**config.mk**
```make
export PLATFORM = sky130hd
export DESIGN_NAME = fpld_defer_unit
export DESIGN_NICKNAME = d
export VERILOG_FILES = /design/src/rtl/fpld_pkg.sv /design/src/rtl/fpld_classify.sv /design/src/rtl/fpld_base_upd.sv /design/src/rtl/fpld_defer_unit.sv
export SDC_FILE = /design/constraint.sdc
export NUM_CORES = 1
export LEC_CHECK = 0
export BUFFER_PORTS_ARGS = -buffer_cell sky130_fd_sc_hd__buf_2
export CORE_MARGIN = 3
export CORE_UTILIZATION = 35
export DETAILED_ROUTE_END_ITERATION = 8
export GPL_ROUTABILITY_DRIVEN = 0
export PLACE_DENSITY = 0.59
export RECOVER_POWER = 25
export SLEW_MARGIN = 25
export SYNTH_ARGS = -nofsm -noshare
export SYNTH_HDL_FRONTEND = slang
export SYNTH_HIERARCHICAL = 1
export SYNTH_SLANG_ARGS = --single-unit
```
**constraint.sdc**
```tcl
create_clock -name clk -period 0.88 [get_ports clk]
set_input_delay 0.132 -clock clk [delete_from_list [all_inputs] [get_ports clk]]
set_output_delay 0.132 -clock clk [all_outputs]
set_load 0.02 [all_outputs]
```
**src/rtl/fpld_pkg.sv**
```systemverilog
package fpld_pkg;
  typedef enum logic [2:0] {
    FLV_NORMAL   = 3'd0,
    FLV_SPEC     = 3'd1,
    FLV_ADV      = 3'd2,
    FLV_SPEC_ADV = 3'd3,
    FLV_CHK_NC   = 3'd4,
    FLV_CHK_CLR  = 3'd5
  } flavor_e;

  typedef enum logic [1:0] {
    PG_WB   = 2'd0,
    PG_UC   = 2'd1,
    PG_WC   = 2'd2,
    PG_TAGP = 2'd3
  } page_e;

  typedef enum logic [1:0] {
    FLT_NONE  = 2'd0,
    FLT_TAGC  = 2'd1,
    FLT_UNSUP = 2'd2
  } fault_e;

  function automatic logic is_spec(input logic [2:0] f);
    return (f == FLV_SPEC) || (f == FLV_SPEC_ADV);
  endfunction
endpackage

```
**src/rtl/fpld_classify.sv**
```systemverilog
module fpld_classify
  import fpld_pkg::*;
#(
  parameter bit EXT_ALL_PAGES = 1'b0
) (
  input  logic [2:0] flavor,
  input  logic       ext10,
  input  logic [1:0] page_attr,
  input  logic       base_tag,
  output logic [1:0] fault,
  output logic       defer
);
  logic spec;
  logic unsup;

  assign spec = is_spec(flavor);

  generate
    if (EXT_ALL_PAGES) begin : g_ext_any
      assign unsup = 1'b0;
    end else begin : g_ext_wb
      assign unsup = ext10 && (page_attr != PG_WB) && (page_attr != PG_TAGP);
    end
  endgenerate

  always_comb begin
    fault = FLT_NONE;
    defer = 1'b0;
    if (spec) begin
      defer = base_tag || unsup;
    end else if (base_tag) begin
      fault = FLT_TAGC;
    end else if (unsup) begin
      fault = FLT_UNSUP;
    end
  end

  always_comb begin
    assert_fault_excl_defer_R3: assert (!((fault != FLT_NONE) && defer));
  end
endmodule

```
**src/rtl/fpld_base_upd.sv**
```systemverilog
module fpld_base_upd #(
  parameter int AW       = 32,
  parameter int LINE_LG2 = 6
) (
  input  logic          upd,
  input  logic          faulted,
  input  logic [AW-1:0] base_val,
  input  logic [AW-1:0] incr_val,
  input  logic          base_tag,
  input  logic          incr_tag,
  output logic          base_we,
  output logic [AW-1:0] new_base,
  output logic          new_tag,
  output logic          pf_valid,
  output logic [AW-1:0] pf_addr
);
  localparam logic [AW-1:0] LINE_MASK = ~((AW'(1) << LINE_LG2) - AW'(1));

  logic [AW-1:0] sum;

  assign sum = base_val + incr_val;

  always_comb begin
    base_we  = upd && !faulted;
    new_base = base_we ? sum : base_val;
    new_tag  = base_tag || (upd && incr_tag);
    pf_valid = base_we && !new_tag;
    pf_addr  = sum & LINE_MASK;
  end

  always_comb begin
    assert_pf_needs_update_R10: assert (!pf_valid || base_we);
  end
endmodule

```
**src/rtl/fpld_defer_unit.sv**
```systemverilog
module fpld_defer_unit
  import fpld_pkg::*;
#(
  parameter int AW            = 32,
  parameter int LINE_LG2      = 6,
  parameter bit EXT_ALL_PAGES = 1'b0
) (
  input  logic          clk,
  input  logic          rst_n,
  input  logic          in_valid,
  input  logic [2:0]    in_flavor,
  input  logic          in_ext10,
  input  logic [1:0]    in_page_attr,
  input  logic          in_base_tag,
  input  logic          in_incr_tag,
  input  logic          in_base_upd,
  input  logic [AW-1:0] in_base_val,
  input  logic [AW-1:0] in_incr_val,
  input  logic [1:0]    in_hint,
  output logic          out_valid,
  output logic [1:0]    out_fault,
  output logic          out_defer,
  output logic          out_base_we,
  output logic [AW-1:0] out_base_val,
  output logic          out_base_tag,
  output logic          out_pf_valid,
  output logic [AW-1:0] out_pf_addr,
  output logic [1:0]    out_pf_hint
);
  logic [1:0]    c_fault;
  logic          c_defer;
  logic          c_we;
  logic [AW-1:0] c_base;
  logic          c_tag;
  logic          c_pf;
  logic [AW-1:0] c_pfa;

  fpld_classify #(.EXT_ALL_PAGES(EXT_ALL_PAGES)) u_cls (
    .flavor   (in_flavor),
    .ext10    (in_ext10),
    .page_attr(in_page_attr),
    .base_tag (in_base_tag),
    .fault    (c_fault),
    .defer    (c_defer)
  );

  fpld_base_upd #(.AW(AW), .LINE_LG2(LINE_LG2)) u_upd (
    .upd     (in_base_upd),
    .faulted (c_fault != FLT_NONE),
    .base_val(in_base_val),
    .incr_val(in_incr_val),
    .base_tag(in_base_tag),
    .incr_tag(in_incr_tag),
    .base_we (c_we),
    .new_base(c_base),
    .new_tag (c_tag),
    .pf_valid(c_pf),
    .pf_addr (c_pfa)
  );

  // next-state values
  logic          n_valid;
  logic [1:0]    n_fault;
  logic          n_defer;
  logic          n_we;
  logic          n_pf;

  always_comb begin
    n_valid = in_valid;
    n_fault = in_valid ? c_fault : FLT_NONE;
    n_defer = in_valid && c_defer;
    n_we    = in_valid && c_we;
    n_pf    = in_valid && c_pf;
  end

  always_ff @(posedge clk or negedge rst_n) begin
    if (!rst_n) begin
      out_valid    <= 1'b0;
      out_fault    <= FLT_NONE;
      out_defer    <= 1'b0;
      out_base_we  <= 1'b0;
      out_pf_valid <= 1'b0;
    end else begin
      out_valid    <= n_valid;
      out_fault    <= n_fault;
      out_defer    <= n_defer;
      out_base_we  <= n_we;
      out_pf_valid <= n_pf;
    end
  end

  always_ff @(posedge clk or negedge rst_n) begin
    if (!rst_n) begin
      out_base_val <= '0;
      out_base_tag <= 1'b0;
      out_pf_addr  <= '0;
      out_pf_hint  <= '0;
    end else if (in_valid) begin
      out_base_val <= c_base;
      out_base_tag <= c_tag;
      out_pf_addr  <= c_pfa;
      out_pf_hint  <= in_hint;
    end
  end

  assert_spec_no_fault_R2: assert property (@(posedge clk) disable iff (!rst_n)
    out_valid && $past(is_spec(in_flavor)) |-> out_fault == FLT_NONE);

  assert_tag_fault_R3: assert property (@(posedge clk) disable iff (!rst_n)
    out_valid && $past(in_base_tag && !is_spec(in_flavor)) |-> out_fault == FLT_TAGC);

  assert_spec_tag_defers_R4: assert property (@(posedge clk) disable iff (!rst_n)
    out_valid && $past(in_base_tag && is_spec(in_flavor)) |-> out_defer);

  assert_no_upd_R9: assert property (@(posedge clk) disable iff (!rst_n)
    out_valid && !$past(in_base_upd) |-> !out_base_we && !out_pf_valid);

  assert_incr_tag_R8: assert property (@(posedge clk) disable iff (!rst_n)
    out_base_we && $past(in_incr_tag) |-> out_base_tag);

  assert_fault_blocks_R11: assert property (@(posedge clk) disable iff (!rst_n)
    out_fault != FLT_NONE |-> !out_base_we && !out_pf_valid);

  assert_idle_quiet_R1: assert property (@(posedge clk) disable iff (!rst_n)
    !out_valid |-> out_fault == FLT_NONE && !out_defer && !out_pf_valid);
endmodule

```
==> implementation parameters, run 1 <==
Parameter                              Value

Synthesis
  Mean cell area of the mapped netlist    between 10 and 15 sq um
  FF+latch count, synth    between 70 and 80
  Number of enable-type register cells in the synthesized netlist    0
  Synth top area cells    dfrtp_1 36%, mux2_4 20%, ha_1 7.5%
  Ys Warns    6
  Cells after Synth    approximately 480
  Sequential share of the synthesized area    0.355
  Commonest cells in the synthesized netlist    73 x dfrtp_1, 70 x nand2_1, 67 x mux2_4
  Most area-hungry cell type in the Yosys netlist    dfrtp_1
  Number of distinct library cells after synthesis    between 50 and 60
  Post-synth top area share    0.355
  Share of synthesized registers carrying an async set or reset    1.00
  Top FF cell, synth    dfrtp_1
  Post-Synthesis Cell Area    approximately 5000 sq um
  Most frequently used cell type in the post-synthesis netlist    dfrtp_1

Critical path
  Series of cell instances along the critical path    buf_8 -> ha_4 -> fa_2 -> a21oi_2 -> o22ai_2 -> o21ai_2 -> a21oi_2 -> o211ai_1 -> buf_4 -> a21oi_2 -> or3_4 -> a31o_1 -> mux2_4
  Required time worst endpoint    1100 ps
  Critical Path AT    between 2000 and 3000 ps
  Reg-to-reg critical path startpoint    out_base_val[3]$_DFFE_PN0P_
  Type of element capturing the critical path    register
  Cell family with the largest share of critical-path delay    compound AO/OA/AOI/OAI gates
  Nature of the critical path startpoint    input port
  Library cell appearing most often on the critical path    a21oi_2
  Largest stage delay, worst path    about 380 ps
  Count of buffer and inverter cells on the critical path    2
  Crit path launch    in_base_val[0]
  Cell with the biggest individual delay on the critical path    or3_4
  Maximum net fanout on the critical path    4
  Critical path class    in -> reg

Global routing
  Global-route total usage across every layer    0.192
  Number of antenna violations at the first check in global routing    2
  Number of global-route vias before repair    roughly 5k
  First-pass GRT wire length    25000 um
  Maximum number of pins on one net before global-route repair    43
  Total gr overflow    0

Timing
  Slew Limit Fails    0
  Final worst setup slack    -1450 ps
  Worst clock skew on the final layout    0 ps
  Final-layout setup total negative slack    -67620 ps
  Fmax    about 430 MHz
  Final setup violation count    about 140
  Setup repair after global routing missed its margin    true
  Shortest clock period the worst path allows after layout    2330 ps
  Final worst-path cycle share    2.64
  Final worst hold slack    20.5 ps
  Hold Violations, Final    0

Detailed routing
  M1 WL    roughly 6700 um
  Starting DRC count in detailed routing    roughly 140
  Via density per instance    roughly 4.8
  Top routing layer in use    met5
  Router iterations before antenna repair    4
  Met3 WL    approximately 700 um
  Met2 WL post-DR    roughly 7600 um
  Vias    4613
  DRC viols    0
  Routed WL per cell    ~16 um
  DRT antenna net count    0
  Routed Wire Length    ~15000 um

Clock network
  Count of clock tree sinks    73
  Clock latency of the later-clocked register in the worst-skew pair    about 330 ps
  Number of H-tree levels    3
  Clock buffers created by TritonCTS    9
  Register clock-pin slew on the reported worst setup and hold paths    about 60 ps
  CTS root buffer    clkbuf_16
  CTS tree    built
  Number of buffers between clock root and the deepest sink    2

Die
  Initial Util    0.363
  Vertical extent of the die    between 100 and 150 um
  FP Rows    43
  Die area    between 15000 and 20000 sq um
  Horizontal die dimension    between 100 and 150 um
  Area of the placeable core    14100 sq um
  Number of top-level design ports    roughly 150

Min path
  Path type of the worst min-delay path    in -> reg
  Start point of the worst hold path    in_valid

Run status
  Failing checks    negative setup slack
  Outcome    complete, but fails checks

Layout
  Total of fill cells in the finished design    approximately 1.1k
  Final core utilization    0.619
  Post-synthesis to final-layout area growth    70.4%
  Share of post-route cells with drive strength above 1    0.615
  Post-layout net count    ~890

Placed design
  DP Worst Slack    -1870 ps
  Count of port buffers added during placement    approximately 150
  Half-perimeter wire length after detailed placement    11200 um

Power
  Tot Pwr    ~0.016 W
  Leakage power figure    between 4 and 5 nW
  Pwr dens    ~1800 nW/um^2
  Highest ir drop seen on vdd    around 0.90 mV

Run
  Max-capacitance violation count    0
metrics by stage:
stage	area [sq um]	instances
2_1_floorplan	5500	483
3_3_place_gp	7020	891
3_5_place_dp	7020	891
4_1_cts	8500	949
5_1_grt	8760	962
6_report	8760	962
final cells by class:
| type | instances | area, sq um | area share |
|---|---|---|---|
| multi-input cells | 381 | 3700 | 0.423 |
| repair buffers | 304 | 2630 | 0.300 |
| flip-flops and latches | 73 | 1830 | 0.209 |
| clock buffers | 13 | 270 | 0.0309 |
| well taps | 180 | 225 | 0.0257 |
| clock inverters | 2 | 60.1 | 0.00686 |
| inverters | 8 | 42.5 | 0.00486 |
| diodes | 1 | 2.50 | 0.000286 |
repair_timing:
action,in CTS,in global routing
hold buffers,1,0
cloned,1,0
resized for setup,222,38
endpoints found under the hold margin,73,0
pin swaps,27,32
endpoints found under the setup margin,133,138
buffers inserted,45,15
power breakdown:
| group | switching [W] | internal [W] | total (W) | leakage (nW) |
|---|---|---|---|---|
| Clock | 0.00143 | 0.00270 | 0.00413 | 0.162 |
| Sequential | 0.000488 | 0.00399 | 0.00448 | 0.866 |
| Combinational | 0.00304 | 0.00420 | 0.00724 | 3.28 |
sequential cells by signal, indices dropped and copies added (netlist names):
name	cells
out_valid	1
out_pf_valid	1
out_pf_addr	32
out_base_we	1
out_defer	1
out_base_val	32
out_fault	2
out_base_tag	1
out_pf_hint	2
routing by layer:
metal	global-route usage	up-vias
met5	0	-
met4	0.0669	2
met3	0.0418	20
met2	0.326	102
met1	0.243	2208
li1	-	2281
cells in the final DEF, fill, tap and decap left out, types with 10 or more instances in the layout:
master	count
a21o_1	15
a21oi_1	21
a21oi_2	10
and2_1	11
buf_2	62
buf_4	132
buf_6	93
dfrtp_1	73
ha_1	18
ha_4	13
mux2_4	71
nand2_1	62
nor2_1	18
xnor2_1	10
cell families after synthesis:
| logic type | Yosys count | synth area share |
|---|---|---|
| simple gates | 132 | 0.114 |
| compound gates | 107 | 0.140 |
| mux | 76 | 0.215 |
| flops | 73 | 0.355 |
| fa+ha+maj | 32 | 0.0793 |
| buf+inv | 29 | 0.0475 |
| xor+xnor | 28 | 0.0477 |
| other cells | 1 | 0.000729 |
worst reg2reg max path, cell delays in order, from the launching register on:
cell	delay [ps]
dfrtp_1	400
buf_4	150
mux2_4	250
final timing paths:
| check | endpoint | slack [ps] | cells after the start |
|---|---|---|---|
| min in group asynchronous | out_base_val[31]$_DFFE_PN0P_ | 320 | 3 |
| worst min-delay path | out_valid$_DFF_PN0_ | 20 | 1 |
| worst max register to register | out_base_val[3]$_DFFE_PN0P_ | -30 | 2 |
| worst min register to register | out_pf_hint[1]$_DFFE_PN0P_ | 530 | 1 |
| max in group asynchronous | out_pf_addr[14]$_DFFE_PN0P_ | 110 | 3 |
| worst max-delay path | out_base_val[26]$_DFFE_PN0P_ | -1450 | 13 |
Note: power is estimated with default switching activity, not from simulation.
==> inputs of run 2 (changes only) <==
BUFFER_PORTS_ARGS = default   (was -buffer_cell sky130_fd_sc_hd__buf_2)
DONT_BUFFER_PORTS = 1   (was default)
PLACE_DENSITY = 0.5   (was 0.59)
SETUP_SLACK_MARGIN = 0.1   (was default)
==> run 2 against run 1 <==
Effect of this change:
- the run ends with negative hold slack, negative setup slack left
- clock power rose by 10%
- design area is 4.5% lower
- worst setup slack gained 140 ps
- global-route usage fell by 1.0 points
- sequential power about the same
- total power rose by 0.38%
- worst hold slack worse by 540 ps
- via count shrank 4.1%
- register-to-register slack about the same
- final cell count down 7.7%
==> implementation parameters, run 2 (synthesis gave the netlist of run 1 again) <==
Parameter                              Value

Clock network
  Clock latency of the later-clocked register in the worst-skew pair    around 340 ps
  Count of clock tree sinks    73
  Register clock-pin slew on the reported worst setup and hold paths    around 60 ps
  Hold-fix buffers at CTS    2
  CTS tree    built
  Number of H-tree levels    3
  CTS root buffer    clkbuf_16
  Number of buffers between clock root and the deepest sink    2
  Clock buffers created by TritonCTS    9

Die
  Number of top-level design ports    ~150
  Initial Util    0.363
  FP Rows    43
  Horizontal die dimension    ~130 um
  Area of the placeable core    about 14000 sq um
  Vertical extent of the die    127 um
  Die area    roughly 16000 sq um

Layout
  Share of post-route cells with drive strength above 1    0.600
  Top library cells by usage in the layout, fill and taps aside    139 x buf_4, 82 x buf_6, 71 x mux2_4
  Post-layout net count    roughly 810
  Antenna diode count    0
  Biggest registers after layout    out_base_val (32), out_pf_addr (32)
  Total of fill cells in the finished design    approximately 1.2k
  Post-synthesis to final-layout area growth    62.8%
  Leading cell type in the layout, fill and taps excluded    buf_4

Timing
  Worst clock skew on the final layout    0 ps
  Shortest clock period the worst path allows after layout    between 2000 and 2500 ps
  Final worst-path cycle share    2.48
  Fmax    around 460 MHz
  Setup repair after global routing missed its margin    true
  Final worst hold slack    -520 ps
  Hold Violations, Final    approximately 100
  Final setup violation count    ~140
  Slew Limit Fails    0
  Final worst setup slack    -1300 ps

Detailed routing
  DRT antenna net count    0
  Routed Wire Length    14800 um
  Routed WL per cell    between 15 and 20 um
  Vias    4422
  DRC viols    0
  Via density per instance    about 5
  Starting DRC count in detailed routing    between 100 and 150
  Router iterations before antenna repair    4

Critical path
  Type of element capturing the critical path    register
  Maximum net fanout on the critical path    3
  Critical Path AT    around 2400 ps
  Required time worst endpoint    approximately 1100 ps
  Critical path class    in -> reg
  Nature of the critical path startpoint    input port

Global routing
  Number of global-route vias before repair    about 4.6k
  Global-route total usage across every layer    0.182
  First-pass GRT wire length    between 20000 and 25000 um
  Number of antenna violations at the first check in global routing    0
  Maximum number of pins on one net before global-route repair    74
  Total gr overflow    0

Power
  Highest ir drop seen on vdd    about 1 mV
  Tot Pwr    0.0159 W
  Leakage power figure    around 4 nW
  Pwr dens    about 1900 nW/um^2

Placed design
  Half-perimeter wire length after detailed placement    between 10000 and 15000 um
  Count of port buffers added during placement    0

Min path
  Path type of the worst min-delay path    in -> async

Run status
  Outcome    complete, but fails checks
  Failing checks    negative hold slack, negative setup slack

Run
  Max-capacitance violation count    0
==> run 2: changes by cell type in the layout (fill, tap and decap cells not counted), moves of 5 or more <==
cell and delta:
dfrtp_2 +15, buf_2 -62, dfrtp_1 -15, buf_6 -11, buf_4 +7, buf_8 -5
==> run 2: final timing paths <==
kind,from,endpoint,slack [ps],depth (start not counted)
max in group asynchronous,rst_n,out_valid$_DFF_PN0_,1230,0
worst min register to register,out_pf_hint[0]$_DFFE_PN0P_,out_pf_hint[0]$_DFFE_PN0P_,530,1
worst max-delay path,in_base_val[2],out_base_val[25]$_DFFE_PN0P_,-1300,10
worst max register to register,out_base_val[28]$_DFFE_PN0P_,out_base_val[28]$_DFFE_PN0P_,-30,2
worst min-delay path,rst_n,out_pf_addr[2]$_DFFE_PN0P_,-520,0
min in group clk,in_valid,out_valid$_DFF_PN0_,-190,0
==> run 2: final cells by class <==
type | instances | area [sq um] | share of cell area
Multi-Input combinational cell | 381 | 3760 | 0.449
Clock inverter | 7 | 143 | 0.0170
Timing Repair Buffer | 230 | 2130 | 0.254
Tap cell | 180 | 225 | 0.0269
Inverter | 8 | 42.5 | 0.00508
Sequential cell | 73 | 1850 | 0.221
Clock buffer | 9 | 225 | 0.0269
==> run 2: worst max-delay path, stage by stage <==
cell and delay [ps]:
ha_4 230, o211ai_1 310, o211ai_4 150, a41oi_2 230, o21ai_2 100, a311o_1 400, a21oi_2 260, xnor2_2 90
mux2_4 260, mux2_4 250
==> run 2: metal layers <==
| layer | vias up | global-route usage | wire, um |
|---|---|---|---|
| li1 | 2137 | - | - |
| met1 | 2148 | 0.230 | 6260 |
| met2 | 114 | 0.296 | 7260 |
| met3 | 23 | 0.0506 | 977 |
| met4 | 0 | 0.0688 | 302 |
| met5 | - | 0 | 0 |
==> run 2: repair_timing <==
| item | 4_1_cts | 5_1_grt |
|---|---|---|
| cloned | 1 | 0 |
| endpoints found under the setup margin | 135 | 142 |
| buffers inserted | 38 | 26 |
| hold endpoints to repair | 143 | 141 |
| resized for setup | 109 | 66 |
| pin swaps | 16 | 33 |
==> run 2: power by group <==
| group | internal (W) | total (W) | switching [W] |
|---|---|---|---|
| Combinational | 0.00411 | 0.00687 | 0.00276 |
| Clock | 0.00306 | 0.00455 | 0.00149 |
| Sequential | 0.00400 | 0.00448 | 0.000483 |
| Total | 0.0112 | 0.0159 | 0.00474 |
==> run 2: stage by stage <==
stage | TNS, ps | area, sq um | std cells | setup slack, ps | utilization
global route | -69490 | 8370 | 888 | -1420 | 0.591
finish | -61500 | 8370 | 888 | -1300 | 0.591
floorplan | -57710 | 5520 | 483 | -1560 | -
CTS | -60440 | 7840 | 865 | -1250 | 0.554
detailed placement | -75200 | 6730 | 808 | -1770 | 0.475
global placement | -73760 | 6730 | 808 | -1740 | 0.475
